## src/rtl/pts_pkg.sv

```systemverilog
package pts_pkg;
  localparam int DIN_W = 8;

  typedef enum logic [3:0] {
    ST_IDLE,
    ST_CK_HI,
    ST_CODE,
    ST_EN_HI,
    ST_CK_LO,
    ST_EN_LO,
    ST_D_LOW,
    ST_D_PUT,
    ST_D_HIGH
  } pts_step_e;
endpackage

```

## src/rtl/pts_byteq.sv

```systemverilog
module pts_byteq #(
  parameter int W     = 8,
  parameter int DEPTH = 4
) (
  input  logic         clk,
  input  logic         rst,
  input  logic         in_valid,
  input  logic [W-1:0] in_data,
  output logic         in_ready,
  input  logic         pop,
  output logic         nonempty,
  output logic [W-1:0] out_data
);
  localparam int AW = (DEPTH > 1) ? $clog2(DEPTH) : 1;
  localparam int CW = $clog2(DEPTH + 1);
  localparam bit POW2 = (DEPTH == (1 << AW));

  logic [W-1:0]  mem [DEPTH];
  logic [AW-1:0] wp, rp;
  logic [CW-1:0] cnt;
  logic          push, take;
  logic [AW-1:0] wp_nx, rp_nx;

  assign in_ready = (cnt != CW'(DEPTH));
  assign nonempty = (cnt != '0);
  assign push     = in_valid && in_ready;
  assign take     = pop && nonempty;
  assign out_data = mem[rp];

  generate
    if (POW2) begin : g_wrap_nat
      assign wp_nx = wp + 1'b1;
      assign rp_nx = rp + 1'b1;
    end else begin : g_wrap_cmp
      assign wp_nx = (wp == AW'(DEPTH - 1)) ? '0 : wp + 1'b1;
      assign rp_nx = (rp == AW'(DEPTH - 1)) ? '0 : rp + 1'b1;
    end
  endgenerate

  always_ff @(posedge clk) begin
    if (push) mem[wp] <= in_data;
  end

  always_ff @(posedge clk) begin
    if (rst) begin
      wp  <= '0;
      rp  <= '0;
      cnt <= '0;
    end else begin
      if (push) wp <= wp_nx;
      if (take) rp <= rp_nx;
      case ({push, take})
        2'b10:   cnt <= cnt + 1'b1;
        2'b01:   cnt <= cnt - 1'b1;
        default: cnt <= cnt;
      endcase
    end
  end


  q_fill_chk: assert property (@(posedge clk) disable iff (rst)
    $past(!rst && push && !take) |-> (cnt == $past(cnt) + 1'b1));


  no_overflow_chk: assert property (@(posedge clk) disable iff (rst)
    cnt <= CW'(DEPTH));
endmodule

```

## src/rtl/pts_pacer.sv

```systemverilog
module pts_pacer #(
  parameter int HOLD_W = 8
) (
  input  logic              clk,
  input  logic              rst,
  input  logic              load,
  input  logic [HOLD_W-1:0] load_val,
  output logic              expired
);
  logic [HOLD_W-1:0] cnt;

  assign expired = (cnt == '0);

  always_ff @(posedge clk) begin
    if (rst)            cnt <= '0;
    else if (load)      cnt <= load_val;
    else if (!expired)  cnt <= cnt - 1'b1;
  end
endmodule

```

## src/rtl/pts_seq.sv

```systemverilog
module pts_seq
  import pts_pkg::*;
#(
  parameter int CNT_W  = 8,
  parameter int HOLD_W = 8
) (
  input  logic              clk,
  input  logic              rst,
  input  logic              cmd_valid,
  input  logic [DIN_W-1:0]  cmd_code,
  input  logic [CNT_W-1:0]  cmd_count,
  input  logic [HOLD_W-1:0] cmd_hold,
  input  logic              q_nonempty,
  input  logic [DIN_W-1:0]  q_data,
  output logic              q_pop,
  input  logic              step_done,
  output logic              pace_load,
  output logic [HOLD_W-1:0] pace_val,
  output logic              busy,
  output logic              done,
  output logic              tst_clk,
  output logic              tst_en,
  output logic [DIN_W-1:0]  tst_din
);
  pts_step_e         st, st_n;
  logic [DIN_W-1:0]  code_q;
  logic [CNT_W-1:0]  rem, rem_n;
  logic [HOLD_W-1:0] hold_q, hsel;
  logic              n_clk, n_en, fin, accept;
  logic [DIN_W-1:0]  n_din;

  assign accept   = (st == ST_IDLE) && cmd_valid;
  assign hsel     = accept ? cmd_hold : hold_q;
  assign pace_val = (hsel == '0) ? '0 : hsel - 1'b1;

  always_comb begin
    st_n      = st;
    rem_n     = rem;
    n_clk     = tst_clk;
    n_en      = tst_en;
    n_din     = tst_din;
    q_pop     = 1'b0;
    pace_load = 1'b0;
    fin       = 1'b0;
    if (st == ST_IDLE) begin
      if (cmd_valid) begin
        st_n      = ST_CK_HI;
        n_clk     = 1'b1;
        rem_n     = cmd_count;
        pace_load = 1'b1;
      end
    end else if (step_done) begin
      case (st)
        ST_CK_HI: begin st_n = ST_CODE;  n_din = code_q; pace_load = 1'b1; end
        ST_CODE:  begin st_n = ST_EN_HI; n_en = 1'b1;    pace_load = 1'b1; end
        ST_EN_HI: begin st_n = ST_CK_LO; n_clk = 1'b0;   pace_load = 1'b1; end
        ST_CK_LO: begin st_n = ST_EN_LO; n_en = 1'b0;    pace_load = 1'b1; end
        ST_EN_LO, ST_D_HIGH: begin
          if (rem == '0) begin
            st_n = ST_IDLE;
            fin  = 1'b1;
          end else begin
            st_n      = ST_D_LOW;
            n_clk     = 1'b0;
            pace_load = 1'b1;
          end
        end
        ST_D_LOW: begin
          if (q_nonempty) begin
            st_n      = ST_D_PUT;
            n_din     = q_data;
            q_pop     = 1'b1;
            pace_load = 1'b1;
          end
        end
        ST_D_PUT: begin
          st_n      = ST_D_HIGH;
          n_clk     = 1'b1;
          rem_n     = rem - 1'b1;
          pace_load = 1'b1;
        end
        default: begin st_n = ST_IDLE; fin = 1'b1; end
      endcase
    end
  end

  always_ff @(posedge clk) begin
    if (rst) begin
      st      <= ST_IDLE;
      rem     <= '0;
      code_q  <= '0;
      hold_q  <= '0;
      busy    <= 1'b0;
      done    <= 1'b0;
      tst_clk <= 1'b0;
      tst_en  <= 1'b0;
      tst_din <= '0;
    end else begin
      st      <= st_n;
      rem     <= rem_n;
      tst_clk <= n_clk;
      tst_en  <= n_en;
      tst_din <= n_din;
      done    <= fin;
      if (accept) begin
        code_q <= cmd_code;
        hold_q <= cmd_hold;
        busy   <= 1'b1;
      end else if (fin) begin
        busy   <= 1'b0;
      end
    end
  end


  done_pulse_chk: assert property (@(posedge clk) disable iff (rst)
    done |=> !done);


  done_idle_chk: assert property (@(posedge clk) disable iff (rst)
    done |-> !busy);


  hold_stable_chk: assert property (@(posedge clk) disable iff (rst)
    (busy && $past(busy)) |-> $stable(hold_q));


  step_hold_chk: assert property (@(posedge clk) disable iff (rst)
    (st != ST_IDLE && !step_done) |=> ($stable(tst_clk) && $stable(tst_en) && $stable(tst_din)));


  stall_safe_chk: assert property (@(posedge clk) disable iff (rst)
    (st == ST_D_LOW && !q_nonempty) |=> (!tst_clk && !tst_en && busy));


  data_en_low_chk: assert property (@(posedge clk) disable iff (rst)
    (st == ST_D_LOW || st == ST_D_PUT || st == ST_D_HIGH) |-> !tst_en);


  en_rise_clk_chk: assert property (@(posedge clk) disable iff (rst)
    $rose(tst_en) |-> tst_clk);


  en_fall_clk_chk: assert property (@(posedge clk) disable iff (rst)
    $fell(tst_en) |-> !tst_clk);
endmodule

```

## src/rtl/phy_test_seq.sv

```systemverilog
module phy_test_seq #(
  parameter int CNT_W  = 8,
  parameter int HOLD_W = 8,
  parameter int QDEPTH = 4
) (
  input  logic              clk,
  input  logic              rst,
  input  logic              cmd_valid,
  input  logic [7:0]        cmd_code,
  input  logic [CNT_W-1:0]  cmd_count,
  input  logic [HOLD_W-1:0] cmd_hold,
  input  logic              byte_valid,
  input  logic [7:0]        byte_data,
  output logic              byte_ready,
  output logic              busy,
  output logic              done,
  output logic              tst_clk,
  output logic              tst_en,
  output logic [7:0]        tst_din
);
  logic              q_nonempty, q_pop, step_done, pace_load;
  logic [7:0]        q_data;
  logic [HOLD_W-1:0] pace_val;

  pts_byteq #(.W(8), .DEPTH(QDEPTH)) u_q (
    .clk(clk), .rst(rst),
    .in_valid(byte_valid), .in_data(byte_data), .in_ready(byte_ready),
    .pop(q_pop), .nonempty(q_nonempty), .out_data(q_data)
  );

  pts_pacer #(.HOLD_W(HOLD_W)) u_pace (
    .clk(clk), .rst(rst),
    .load(pace_load), .load_val(pace_val), .expired(step_done)
  );

  pts_seq #(.CNT_W(CNT_W), .HOLD_W(HOLD_W)) u_seq (
    .clk(clk), .rst(rst),
    .cmd_valid(cmd_valid), .cmd_code(cmd_code), .cmd_count(cmd_count), .cmd_hold(cmd_hold),
    .q_nonempty(q_nonempty), .q_data(q_data), .q_pop(q_pop),
    .step_done(step_done), .pace_load(pace_load), .pace_val(pace_val),
    .busy(busy), .done(done),
    .tst_clk(tst_clk), .tst_en(tst_en), .tst_din(tst_din)
  );


  reset_lines_chk: assert property (@(posedge clk)
    $past(rst) |-> (!tst_clk && !tst_en && tst_din == 8'h00 && !busy));
endmodule

```

## config.mk

```make
export PLATFORM = sky130hd
export DESIGN_NAME = phy_test_seq
export DESIGN_NICKNAME = d
export VERILOG_FILES = /design/src/rtl/pts_pkg.sv /design/src/rtl/pts_byteq.sv /design/src/rtl/pts_pacer.sv /design/src/rtl/pts_seq.sv /design/src/rtl/phy_test_seq.sv
export SDC_FILE = /design/constraint.sdc
export NUM_CORES = 1
export LEC_CHECK = 0
export BUFFER_PORTS_ARGS = -buffer_cell sky130_fd_sc_hd__buf_2
export CAP_MARGIN = 0
export CORE_ASPECT_RATIO = 1.2
export CORE_UTILIZATION = 45
export CTS_BUF_LIST = sky130_fd_sc_hd__clkbuf_4
export DETAILED_ROUTE_END_ITERATION = 16
export PLACE_DENSITY_LB_ADDON = 0.15
export SYNTH_ARGS = -nofsm -noshare
export SYNTH_HDL_FRONTEND = slang
export SYNTH_SLANG_ARGS = --single-unit
```

## constraint.sdc

```tcl
create_clock -name clk -period 3 [get_ports clk]
set_clock_uncertainty 0.05 [all_clocks]
set_input_delay 0.6 -clock clk [delete_from_list [all_inputs] [get_ports clk]]
set_output_delay 0.6 -clock clk [all_outputs]
set_load 0.005 [all_outputs]
```

After elaboration in Yosys (flattened, before gate mapping)
Memories as Yosys holds them, arrays and structs flattened. A register that Yosys moved wholly into a read port is not among the register bits.
Cells that the tools add are included.
{"block": "word_totals", "register_bits": 55, "latchBits": 0, "ramBits": 32, "romBits": 0, "output_inout_bits": 13, "n_memories": 1}
{"memory": "u_q.mem", "depth": 4, "word_bits": 8, "read_ports": 1, "rd_clocked_by_memory_dff": 1, "wr": 1, "line_no": "pts_byteq.sv:18", "source": "logic [W-1:0] mem [DEPTH];"}
{"block": "op_classes", "add_sub_neg": 7, "n_mul": 0, "n_div": 0, "order_cmp": 0, "n_eq_ne": 16, "shifts": 0, "mux": 42, "bitwise_logic": 1, "n_reduce_logical": 23}
{"op": "$mux W8", "count": 9}
{"op": "$pmux W4 S7", "count": 1}
{"op": "$logic_not A8 Y1", "count": 3}
{"op": "$sub A8 B1 Y8 const B", "count": 3}
{"op": "$mux W1", "count": 19}
{"op": "$eq A4 B3 Y1 const B", "count": 4}
{"op": "$mux W4", "count": 4}
{"op": "$pmux W8 S2", "count": 1}
{"op": "$reduce_bool A2 Y1", "count": 6}
{"op": "$reduce_and A3 Y1", "count": 3}
{"op": "$eq A4 B2 Y1 const B", "count": 2}
{"op": "$reduce_and A4 Y1", "count": 2}
{"op": "$ne A3 B2 Y1 const B", "count": 2}
{"op": "$pmux W1 S3", "count": 2}
{"op": "$pmux W3 S2", "count": 1}
{"op": "$reduce_or A6 Y1", "count": 1}
{"op": "$reduce_or A5 Y1", "count": 1}
{"op": "$add A2 B1 Y2 const B", "count": 2}
{"op": "$eq A4 B1 Y1 const B", "count": 1}
{"op": "$eq A4 B4 Y1 const B", "count": 1}
{"op": "$logic_not A4 Y1", "count": 1}
{"op": "$mux W2", "count": 2}
{"op": "$ne A2 B2 Y1 const B", "count": 2}
{"op": "$pmux W1 S2", "count": 2}
{"op": "12 further kinds", "count": 14}

Logic depth before layout (Yosys ltp)
{"block": "logic_depth", "depth_word": 8, "depth_mapped": 12}

Modules after synthesis
A second synthesis with hierarchy kept.
{"block": "hier_totals", "hier_cells": 450, "hier_area_um2": 4559.4}
{"mod": "pts_seq", "n_inst": 1, "cells_each": 299, "area_each_um2": 2434.8, "seq_area_each_um2": 800.8}
{"mod": "pts_byteq", "n_inst": 1, "cells_each": 94, "area_each_um2": 1645.3, "seq_area_each_um2": 1141.1}
{"mod": "pts_pacer", "n_inst": 1, "cells_each": 57, "area_each_um2": 479.2, "seq_area_each_um2": 160.2}

Least setup slack after synthesis
OpenSTA, ideal clock, no wires.
{"block": "synth_timing", "path_kind": "register to register", "start": "register u_seq.st[3]", "end": "register u_pace.cnt[6]", "arrival_ps": 2546, "required_ps": 2864, "setup_slack_ps": 318, "stages_incl_launch_ff": 13, "n_path_buf": 2, "synth_period_minus_slack_ps": 2682, "path_cell_list": "dfxtp_1 -> buf_4 -> nor4_4 -> nand2_1 -> clkbuf_1 -> mux2i_1 -> ha_1 -> inv_1 -> or3_1 -> nor3_1 -> xor2_1 -> o211ai_1 -> a211oi_1"}
{"block": "synth_between", "elab_chain_len": 6, "elab_cells_between_ends": 21, "classes_between": "add/sub: 1; eq/ne: 9; mux: 6; reduce/logical: 5"}
{"element": "start, declared", "line_no": "pts_seq.sv:25", "source": "pts_step_e st, st_n;"}
{"element": "start signal, assigned", "line_no": "pts_seq.sv:99", "source": "st <= st_n;"}
{"element": "$logic_not A4 Y1 (tied with other cells)", "line_no": "pts_seq.sv:32, pts_seq.sv:45"}
{"element": "$logic_and A1 B1 Y1 (tied with other cells)", "line_no": "pts_seq.sv:32", "source": "assign accept = (st == ST_IDLE) && cmd_valid;"}
{"element": "$mux W8 / $pmux W1 S3 (equally long branches)", "line_no": "pts_seq.sv:33, pts_seq.sv:53"}
{"element": "$sub A8 B1 Y8 (tied with other cells)", "line_no": "pts_seq.sv:34", "source": "assign pace_val = (hsel == '0) ? '0 : hsel - 1'b1;"}
{"element": "$mux W8 / $mux W1 (equally long branches)", "line_no": "pts_seq.sv:34, pts_seq.sv:45"}
{"element": "$mux W8 / $ne A2 B1 Y1 (equally long branches)"}
{"element": "end signal, assigned", "line_no": "pts_pacer.sv:16", "source": "else if (load) cnt <= load_val;"}
{"element": "end signal, assigned", "line_no": "pts_pacer.sv:17", "source": "else if (!expired) cnt <= cnt - 1'b1;"}
{"element": "end, declared", "line_no": "pts_pacer.sv:10", "source": "logic [HOLD_W-1:0] cnt;"}
Several ways; a longest one is shown, not always the timed one.
A chain may end at the register's enable or synchronous reset.

Worst setup path after layout
{"block": "layout_timing", "start": "register u_pace.cnt[2]", "end": "register u_q.cnt[2]"}
{"block": "layout_between", "elab_chain_len": 6, "elab_cells_between_ends": 8, "classes_between": "eq/ne: 2; mux: 3; reduce/logical: 3"}
{"element": "$logic_not A8 Y1 *", "line_no": "pts_pacer.sv:12", "source": "assign expired = (cnt == '0);"}
{"element": "$mux W1 *", "line_no": "pts_seq.sv:52", "source": "end else if (step_done) begin"}
{"element": "$mux W1 *", "line_no": "pts_seq.sv:45", "source": "if (st == ST_IDLE) begin"}
{"element": "$logic_and A1 B1 Y1 *", "line_no": "pts_byteq.sv:27", "source": "assign take = pop && nonempty;"}
{"element": "via u_q.take", "line_no": "pts_byteq.sv:21", "source": "logic push, take;"}
{"element": "$eq A2 B1 Y1 / $eq A2 B2 Y1 (equally long branches)", "line_no": "pts_byteq.sv:52", "source": "case ({push, take})"}
{"element": "$pmux W3 S2 / $reduce_bool A2 Y1 (equally long branches)"}
{"element": "end signal, assigned", "line_no": "pts_byteq.sv:53", "source": "2'b10: cnt <= cnt + 1'b1;"}
{"element": "end signal, assigned", "line_no": "pts_byteq.sv:54", "source": "2'b01: cnt <= cnt - 1'b1;"}
{"element": "end signal, assigned", "line_no": "pts_byteq.sv:55", "source": "default: cnt <= cnt;"}
{"element": "end, declared", "line_no": "pts_byteq.sv:20", "source": "logic [CW-1:0] cnt;"}
The timed path passes the listed nets; every way through them passes the cells marked *.

==> impl_metrics.yaml <==
critical_path:
  critical_path_arrival_ps: 2940
  critPathRequiredTime_ps: 3330
  worst_setup_path_end_kind: "flop"
  cp_num_buf_inv: 1
  cp_slowest_cell: "dfxtp_1"
  path_class: "flop to flop"
  worst_setup_path_start_kind: "flop"
  cp_max_fo: 5
  critPathMaxStageDelay_ps: 390
  crit_family: "simple AND/OR/NAND/NOR gates"
  cp_cell_sequence: "nor4_4 -> and4_1 -> and3_2 -> ha_1 -> inv_1 -> fa_1 -> xor2_1 -> or3_1 -> a21oi_1"
logic_synthesis:
  syn-instance-count: 441
  syn-num-nets: 489
  synth_area_um2: 4340
  synth_edf_count: 32
  synthFlopType: "dfxtp_1"
  syn_area_per_cell_um2: 9.83
  synth-seq-area-share_pct: 48.5
  ys_async_sr_fraction_pct: 0
  synth.distinct_cells: 56
  synth.ff_latch_count: 89
  yosys_warnings: 0
clocking:
  post-cts-setup-buffers: 0
  cts.repair.resized: 0
  cts_tree: "yes"
  numCtsBuffers: 9
  clock_sinks: 89
  clock-root-buffer: "clkbuf_4"
  path_clk_slew_ps: 160
  cts_max_path_buffers: 2
  htreeDepth: 3
  hold_buffers: 0
  clkLatencyLatePin_ps: 460
power:
  power.net_switching_mw: 1.76
  power.internal_mw: 2.43
  p_leak_nw: 1.84
  seqPwrFrac_pct: 38.9
  p_sw_share_pct: 42.1
  p_clk_share_pct: 16.1
  p_per_area_nw_per_um2: 863
  pwr-share-comb_pct: 45.0
  ir_drop_v: 0.000328
die:
  fp.dieW_um: 91.6
  initial_core_util_pct: 47.3
  core_um2: 9180
  io-pin-count: 49
  die_area_um2: 10000
  fp-row-count: 38
  die_h_um: 110
final_layout:
  drive_above_1_share_pct: 20.1
  area_growth_pct: 11.9
  antenna_cells: 0
  nets: 536
  fillers: 859
  seqCellArea_um2: 2100
  design_area_um2: 4850
  final_cells: 613
  multi_input_area_um2: 2060
  fin_util_pct: 52.9
timing:
  finalSetupTns_ps: 0
  setup_viol: 0
  max_freq_ghz: 0.383
  relSlewSlack_pct: 58.6
  hold_viol_final: 0
  min_period_over_period_pct: 87.0
  worst_pin_slew_ps: 619
  slew_violations: 0
  setup_ws_ps: 391
  grt_setup_unrepaired: "false"
  fin_crit_ps: 2610
route:
  routed_wl_um: 9110
  vias: 3253
  dr.pass1.iters: 4
  final_antenna_net_count: 0
  post-route-drc-count: 0
  detail_route.iter0.violations: 110
  vias_per_cell: 5.31
  wl_per_cell_um: 14.9
place:
  io_buffers: 48
  pre_cts_slack_ps: 332
  dp_hpwl_um: 6530
  place.gp.congestion: 0.842
  place_area_um2: 4710
  dp_cells: 597
global_routing:
  grt_use_total_pct: 19.7
  antenna_found_initial: 0
  gr-usage-met2_pct: 33.4
  grt_util_met3_pct: 3.04
  busiest_layer: "met2"
  grt_max_degree: 32
  grt_pass1_vias: 3158
  grt_pass1_wl_um: 15300
  grtUsageMet1_pct: 25.4
  overflow: 0
hold_path:
  hold_path_class: "input pin to flop"
status:
  status: "finished clean"
job:
  cap_violations: 0
[sequential cells by signal, summed over array words and instances (netlist names), 2 cells and up, named ones only]
| name | cells |
|---|---|
| u_q.cnt | 3 |
| u_seq.rem | 8 |
| u_seq.code_q | 8 |
| u_seq.hold_q | 8 |
| u_q.mem | 32 |
| u_q.wp | 2 |
| u_seq.st | 4 |
| u_seq.tst_din | 8 |
| u_pace.cnt | 8 |
| u_q.rp | 2 |
[per-layer routing]
| layer | wire length (um) | part of all wire [%] | vias to the layer above |
|---|---|---|---|
| li1 | - | - | 1676 |
| met1 | 4330 | 47 | 1499 |
| met2 | 4340 | 48 | 63 |
| met3 | 288 | 3.2 | 15 |
| met4 | 153 | 1.7 | 0 |
| met5 | 0 | 0 | - |
[layout by cell type, fill, tap and decap left out, types with 4 or more instances in the layout]
master    netlist  routed
nand2_1        62      62
dfxtp_1        57      57
a21oi_1        50      50
buf_2           8      48
nor2_1         36      36
edfxtp_1       32      32
inv_1          14      14
buf_4           1      14
nand3_1        12      12
nor3_1         12      12
mux2i_1        11      11
o21ai_0        11      11
ha_1           11      11
xnor2_1        10      10
a211oi_1       10      10
xor2_1          9       9
clkbuf_4        0       9
mux4_2          8       8
and3_1          6       6
or3_1           5       5
inv_8           0       5
nor4_1          4       4
[cells in the mapped netlist, types with 2 or more instances]
| library cell | number | share of area (%) |
|---|---|---|
| and3_1 | 6 | 0.87 |
| ha_1 | 11 | 3.2 |
| and2_1 | 3 | 0.43 |
| nor4_1 | 4 | 0.58 |
| inv_1 | 14 | 1.2 |
| a21oi_1 | 50 | 5.8 |
| nand4_1 | 2 | 0.29 |
| mux2i_1 | 11 | 2.5 |
| edfxtp_1 | 32 | 22 |
| dfxtp_1 | 57 | 26 |
| nor4_4 | 3 | 1.5 |
| buf_2 | 8 | 0.92 |
| a21boi_0 | 2 | 0.35 |
| or4_1 | 2 | 0.35 |
| buf_6 | 2 | 0.52 |
| xor2_1 | 9 | 1.8 |
| nand2_1 | 62 | 5.4 |
| nand2b_1 | 3 | 0.43 |
| nor2b_1 | 3 | 0.43 |
| o21ai_0 | 11 | 1.3 |
| o21ai_1 | 3 | 0.35 |
| o31ai_1 | 3 | 0.52 |
| clkbuf_1 | 12 | 1.0 |
| nor3_1 | 12 | 1.4 |
| mux4_2 | 8 | 4.2 |
| or3_1 | 5 | 0.72 |
| xnor2_1 | 10 | 2.0 |
| buf_1 | 3 | 0.26 |
| nor3b_1 | 2 | 0.35 |
| a211oi_1 | 10 | 1.7 |
| o2111ai_1 | 3 | 0.61 |
| o211ai_1 | 3 | 0.52 |
| nand3_1 | 12 | 1.4 |
| nor3_4 | 2 | 0.75 |
| nor2_1 | 36 | 3.1 |
| a311oi_1 | 2 | 0.40 |
[stage by stage]
stage	hold WS (ps)	total power, mW
floorplan	386	3.10
global placement	393	3.51
detailed placement	396	3.54
CTS	266	4.23
global route	258	4.55
finish	299	4.19
[path summary, 6_finish.rpt]
check / startpoint / to / slack [ps] / cells past startpoint
setup / recovery: u_pace.cnt[2] / u_q.cnt[2] / 390 / 9
hold reg to reg: u_seq.code_q[4] / u_seq.code_q[4] / 420 / 2
hold / removal: byte_data[3] / u_q.mem[3][3] / 300 / 1
setup reg to reg: u_pace.cnt[2] / u_q.cnt[2] / 390 / 9
[layout make-up]
cell class / count / share of cell area [%]
Multi-Input combinational cell: 312 / 42.5
Sequential cell: 89 / 43.3
Tap cell: 120 / 3.09
Clock inverter: 7 / 1.52
Timing Repair Buffer: 62 / 7.12
Inverter: 14 / 1.08
Clock buffer: 9 / 1.39
[kinds of logic (layout without fill, tap and decap cells)]
logic type	count (synthesis)	in the layout	share of synthesized area (%)
AOI/OAI and AO/OA	99	99	14.2
buffers and inverters	40	92	4.13
and+or+nand+nor	163	163	19.0
adders and majority gates	12	12	3.64
DFF	89	89	48.5
xor gates and xnor gates	19	19	3.84
muxes	19	19	6.69
[power groups by stage]
stage               sequential, mW  clock, mW  combinational [mW]
global placement              1.65          0                1.86
CTS                           1.63      0.708                1.89
floorplan                     1.63          0                1.48
detailed placement            1.66          0                1.88
global route                  1.66      0.762                2.13
finish                        1.63      0.676                1.89
(Power assumes the default switching activity.)
